--- config.mk ---
export PLATFORM = sky130hd
export DESIGN_NAME = phase_rotate_seq
export DESIGN_NICKNAME = d
export VERILOG_FILES = /design/src/rtl/phase_rotate_pkg.sv /design/src/rtl/rps_pulse_edge.sv /design/src/rtl/rps_step_counter.sv /design/src/rtl/rps_phase_map.sv /design/src/rtl/phase_rotate_seq.sv
export SDC_FILE = /design/constraint.sdc
export NUM_CORES = 1
export LEC_CHECK = 0
export BUFFER_PORTS_ARGS = -buffer_cell sky130_fd_sc_hd__buf_2
export CORE_MARGIN = 2
export CORE_UTILIZATION = 40
export DETAILED_ROUTE_END_ITERATION = 10
export GPL_ROUTABILITY_DRIVEN = 0
export PLACE_DENSITY = 0.71
export SLEW_MARGIN = 0
export SYNTH_ARGS = -nofsm -noshare
export SYNTH_HDL_FRONTEND = slang
export SYNTH_HIERARCHICAL = 1
export SYNTH_SLANG_ARGS = --single-unit
--- constraint.sdc ---
create_clock -name clk_i -period 4.1 [get_ports clk_i]
set_input_delay 0.205 -clock clk_i [delete_from_list [all_inputs] [get_ports clk_i]]
set_output_delay 0.205 -clock clk_i [all_outputs]
set_load 0.01 [all_outputs]
--- src/rtl/phase_rotate_pkg.sv ---
package phase_rotate_pkg;

  // Meaning of the direction input inside the block
  typedef enum logic {
    STEP_BACK = 1'b0,
    STEP_FWD  = 1'b1
  } step_dir_e;

  // Default width of the phase index; slot count is 2**IDX_W
  localparam int unsigned DEF_IDX_W = 3;

endpackage

--- src/rtl/rps_pulse_edge.sv ---
module rps_pulse_edge (
  input  logic clk_i,
  input  logic rst_i,
  input  logic lvl_i,
  output logic step_o
);

  logic lvl_q;

  always_ff @(posedge clk_i) begin
    if (rst_i) lvl_q <= 1'b1;  // a level already high at reset is not a step
    else       lvl_q <= lvl_i;
  end

  assign step_o = lvl_i & ~lvl_q;

  // a held request yields a single step
  p_single_step_r2: assert property (@(posedge clk_i) disable iff (rst_i)
    step_o |=> !step_o);

endmodule

--- src/rtl/rps_step_counter.sv ---
module rps_step_counter
  import phase_rotate_pkg::*;
#(
  parameter int unsigned IDX_W = DEF_IDX_W
) (
  input  logic             clk_i,
  input  logic             rst_i,
  input  logic             step_i,
  input  logic             dir_fwd_i,
  output logic [IDX_W-1:0] cnt_o
);

  localparam int unsigned    N_SLOT   = 1 << IDX_W;
  localparam logic [IDX_W-1:0] ONE_W  = IDX_W'(1);
  // Count values that map to slot One in each reading of the table
  localparam logic [IDX_W-1:0] RST_BACK = IDX_W'(1);
  localparam logic [IDX_W-1:0] RST_FWD  = IDX_W'(N_SLOT - 2);

  step_dir_e        dir_w;
  logic [IDX_W-1:0] cnt_q;

  assign dir_w = step_dir_e'(dir_fwd_i);

  always_ff @(posedge clk_i) begin
    if (rst_i) begin
      cnt_q <= (dir_w == STEP_FWD) ? RST_FWD : RST_BACK;
    end else if (step_i) begin
      cnt_q <= cnt_q - ONE_W;
    end
  end

  assign cnt_o = cnt_q;

  // no step, no count change
  p_hold_count_r2: assert property (@(posedge clk_i) disable iff (rst_i)
    !step_i |=> $stable(cnt_q));

endmodule

--- src/rtl/rps_phase_map.sv ---
module rps_phase_map
  import phase_rotate_pkg::*;
#(
  parameter int unsigned IDX_W = DEF_IDX_W
) (
  input  logic                    clk_i,
  input  logic                    rst_i,
  input  logic [IDX_W-1:0]        cnt_i,
  input  logic                    dir_fwd_i,
  output logic [IDX_W-1:0]        idx_o,
  output logic [(1<<IDX_W)-1:0]   sel_o
);

  localparam int unsigned      N_SLOT   = 1 << IDX_W;
  localparam logic [IDX_W-1:0] ONE_W    = IDX_W'(1);
  localparam logic [IDX_W-1:0] FWD_BASE = IDX_W'(N_SLOT - 2);

  step_dir_e          dir_w;
  logic [IDX_W-1:0]   slot_w;
  logic [N_SLOT-1:0]  hit_w;
  logic [IDX_W-1:0]   idx_q;
  logic [N_SLOT-1:0]  sel_q;

  assign dir_w = step_dir_e'(dir_fwd_i);

  // Backward reads the count directly; forward reads its complement,
  // and (~c - 1) equals (N-2 - c) modulo N.
  always_comb begin
    if (dir_w == STEP_FWD) slot_w = FWD_BASE - cnt_i;
    else                   slot_w = cnt_i - ONE_W;
  end

  for (genvar k = 0; k < N_SLOT; k++) begin : g_decode
    assign hit_w[k] = (slot_w == IDX_W'(k));
  end

  always_ff @(posedge clk_i) begin
    if (rst_i) begin
      idx_q <= '0;
      sel_q <= N_SLOT'(1);
    end else begin
      idx_q <= slot_w;
      sel_q <= hit_w;
    end
  end

  assign idx_o = idx_q;
  assign sel_o = sel_q;

  // exactly one phase enabled
  p_onehot_sel_r6: assert property (@(posedge clk_i) disable iff (rst_i)
    $onehot(sel_q));

  // enabled phase agrees with the index
  p_sel_matches_idx_r6: assert property (@(posedge clk_i) disable iff (rst_i)
    sel_q[idx_q]);

  // quiet inputs keep the select steady
  p_hold_idx_r5: assert property (@(posedge clk_i) disable iff (rst_i)
    ($stable(cnt_i) && $stable(dir_fwd_i)) |=> ($stable(idx_q) && $stable(sel_q)));

endmodule

--- src/rtl/phase_rotate_seq.sv ---
module phase_rotate_seq
  import phase_rotate_pkg::*;
#(
  parameter int unsigned IDX_W = DEF_IDX_W
) (
  input  logic                  clk_i,
  input  logic                  rst_i,
  input  logic                  next_i,
  input  logic                  dir_fwd_i,
  output logic [IDX_W-1:0]      phase_idx_o,
  output logic [(1<<IDX_W)-1:0] phase_sel_o
);

  localparam int unsigned      N_SLOT = 1 << IDX_W;
  localparam logic [IDX_W-1:0] IDX_ONE = IDX_W'(1);

  logic             step_w;
  logic [IDX_W-1:0] cnt_w;

  rps_pulse_edge u_edge (
    .clk_i  (clk_i),
    .rst_i  (rst_i),
    .lvl_i  (next_i),
    .step_o (step_w)
  );

  rps_step_counter #(.IDX_W(IDX_W)) u_count (
    .clk_i     (clk_i),
    .rst_i     (rst_i),
    .step_i    (step_w),
    .dir_fwd_i (dir_fwd_i),
    .cnt_o     (cnt_w)
  );

  rps_phase_map #(.IDX_W(IDX_W)) u_map (
    .clk_i     (clk_i),
    .rst_i     (rst_i),
    .cnt_i     (cnt_w),
    .dir_fwd_i (dir_fwd_i),
    .idx_o     (phase_idx_o),
    .sel_o     (phase_sel_o)
  );

  // a backward step lowers the index by one slot, two edges later
  p_back_step_r3: assert property (@(posedge clk_i) disable iff (rst_i)
    (step_w && !dir_fwd_i) ##1 !dir_fwd_i |=> (phase_idx_o == $past(phase_idx_o) - IDX_ONE));

  // a forward step raises the index by one slot, two edges later
  p_fwd_step_r4: assert property (@(posedge clk_i) disable iff (rst_i)
    (step_w && dir_fwd_i) ##1 dir_fwd_i |=> (phase_idx_o == $past(phase_idx_o) + IDX_ONE));

endmodule

==> results.tsv <==
stage	metric	value	unit
drt	Routed met2 length	490	um
place	Port Buffers	14	
flow_run	max cap viols	0	
pwr	clock group share of total power	0.252	
layout	most frequent cells in the layout	buf_2, dfxtp_1, inv_1, nor3_1	
timing	clock skew	0.000869	ns
drt	DRC	0	
drt	met3 WL	72	um
worst_setup_path	max incr delay on CP	0.47	ns
drt	met1 wire length	379	um
global_route	first-pass GRT wire length	1570	um
pwr	Pint	232	uW
layout	commonest non-fill, non-tap cell in the layout	buf_2	
worst_setup_path	cell with the largest stage delay on the worst path	edfxtp_1	
timing	hold_ws	0.114	ns
logic_synthesis	Post-Syn Area	634	um^2
drt	highest metal used	met4	
logic_synthesis	top cells by area, synth	dfxtp_1, edfxtp_1, ha_1	
global_route	total track usage	0.113	
global_route	vias in the first global route	382	
worst_setup_path	Crit Path Class	reg -> reg	
logic_synthesis	biggest area consumer among synthesized cells	dfxtp_1	
place	Setup WS pre-CTS	2.52	ns
layout	synth-to-layout area growth	16.8	%
drt	Initial DRC Count	5	
logic_synthesis	syn avg cell area	12.0	um^2
worst_setup_path	crit-path leading delay family	simple AND/OR/NAND/NOR gates	
clocking	post_cts resized	0	
worst_setup_path	WP buf/inv	0	
layout	non-filler instance count after layout	86	
pwr	switching share of power	0.269	
logic_synthesis	Synthesized Nets	60	
worst_setup_path	Critical Path Start Type	register	
timing	# setup viols final	0	
logic_synthesis	Synth cell types	24	
floorplanning	DIE HEIGHT	43.8	um
layout	ant diodes	0	
clocking	CTS buffer count	3	
clocking	CTS H-tree lvls	1	
pwr	PwrDens	428	mW/mm^2
logic_synthesis	cell count after synthesis	53	
pwr	net load switching power	85.2	uW
worst_setup_path	Reg2Reg Launch Point	u_count/cnt_o[0]$_DFFE_PP_	
logic_synthesis	Seq/Total Area, Yosys	0.521	
drt	DRT Pass-1 Iters	4	
clocking	setup bufs post-CTS	0	
pwr	P_leak	0.389	nW
timing	f_max	611	MHz
place	placed cell areas	713	um^2
clocking	CTS tree	done	
layout	Filler cells	150	
pwr	Power, Total	317	uW
clocking	cts hold-fix bufs	0	
pwr	combinational share of power	0.205	
floorplanning	FP Rows	14	
floorplanning	die area	0.00192	mm^2
pwr	VDD IR max	0.256	mV
global_route	initial antenna violation count	0	
drt	detailed-route via count	436	
timing	setup total negative slack	0	ns
timing	Period Utilization, post-route	0.399	
place	Post-Place Cells	82	
worst_setup_path	crit path cell chain	ha_1 -> nand2b_1 -> and3b_1 -> nor4bb_4	
worst_hold_path	Hold Path Class	in -> reg	
floorplanning	core area	0.00149	mm^2
worst_setup_path	Worst Path Required	4.30	ns
place	HPWL after DPL	725	um
layout	post-route design area	741	um^2
floorplanning	die extent in x	43.8	um
clocking	root buf cell	clkbuf_4	
global_route	global route overflow	0	
pwr	sequential share of power	0.542	
drt	Vias per Instance	5.07	
timing	Setup WS post-layout	2.46	ns
logic_synthesis	Synth top area share	0.379	
layout	nets	78	
timing	minimum clock period	1.64	ns
clocking	Sink Count	15	
timing	headroom to the max-slew limit	0.702	
drt	DRT Wirelength	959	um
clocking	Max clock buf depth	2	
timing	Slew @ Worst Pin	0.444	ns
clocking	clock slew at reported path FFs	0.08	ns
worst_setup_path	crit end category	register	
logic_synthesis	Ys Warns	6	
worst_setup_path	WP data arrival	1.83	ns
outcome	status	finished clean	
drt	DRT antenna net count	0	
clocking	Worst-Skew Late Latency	0.28	ns
floorplanning	I/O pin total	15	
worst_hold_path	launch point of the worst hold path	next_i	
timing	Fin. Hold Viols	0	
floorplanning	initial core utilization	0.426	
logic_synthesis	flops & latches, synth	15	
worst_setup_path	worst setup path start	u_count/cnt_o[0]$_DFFE_PP_	
worst_setup_path	critical path fanouts, max	8	
global_route	largest net degree at the start of global routing	13	
timing	fin. max-slew vios	0	
layout	Finished Core Util	0.497	
drt	drt wl/cell	11.2	um
layout	fraction of layout cells with a size suffix above 1	0.314	
timing	RSZ-0062 raised after global routing	no	
flip-flops by register name (all words and copies together), names as in the netlist:
name,cells
u_edge/lvl_q,1
u_map/idx_o,3
u_count/cnt_o,3
u_map/sel_o,8
cell families after synthesis:
logic type,synth area share
buffers and inverters,0.0533
xor gates and xnor gates,0.0276
DFF,0.521
and+or+nand+nor,0.199
muxes,0.0473
AOI/OAI and AO/OA,0.0927
adders and majority gates,0.0592
routing by layer:
layer,global-route usage,up-vias
met5,0,-
met4,0.0364,0
met3,0.0625,4
met2,0.200,15
met1,0.111,204
li1,-,213
synth_stat cells, drive strengths merged:
| library cell | n |
|---|---|
| a41o | 1 |
| and3b | 1 |
| or3 | 1 |
| inv | 6 |
| nor2 | 2 |
| o211a | 1 |
| o21ba | 2 |
| mux2i | 3 |
| a211oi | 1 |
| dfxtp | 12 |
| xnor2 | 1 |
| xor2 | 1 |
| edfxtp | 3 |
| nor3 | 4 |
| nand2b | 2 |
| ha | 3 |
| nor4 | 1 |
| nor4bb | 1 |
| nand2 | 2 |
| a21boi | 1 |
| buf | 1 |
| nor2b | 1 |
| or2 | 2 |
final timing paths:
path,endpoint,slack (ns),depth (start not counted)
worst max register to register,u_map/sel_o[5]$_SDFF_PP0_,2.46,4
worst min-delay path,u_edge/lvl_q$_SDFF_PP1_,0.11,2
worst max-delay path,u_map/sel_o[5]$_SDFF_PP0_,2.46,4
worst min register to register,u_map/sel_o[0]$_SDFF_PP1_,0.69,2
final cells by class:
cell class | count | area (um^2) | share of cell area
clock buffer | 3 | 22.5 | 0.0304
clock inverter | 1 | 5.00 | 0.00676
inverter | 6 | 22.5 | 0.0304
multi-input combinational | 31 | 270 | 0.365
sequential | 15 | 330 | 0.446
tap | 16 | 20.0 | 0.0270
timing repair buffer | 14 | 70.1 | 0.0946
power groups by stage:
| stage | combinational, mW | sequential [mW] | clock, mW |
|---|---|---|---|
| after floorplan | 0.0418 | 0.181 | 0 |
| after global placement | 0.0639 | 0.175 | 0 |
| after detailed placement | 0.0651 | 0.176 | 0 |
| after CTS | 0.0656 | 0.172 | 0.0842 |
| after global routing | 0.0714 | 0.173 | 0.0898 |
| final | 0.0651 | 0.172 | 0.0800 |
No activity file was read; power rests on OpenSTA's default activity.
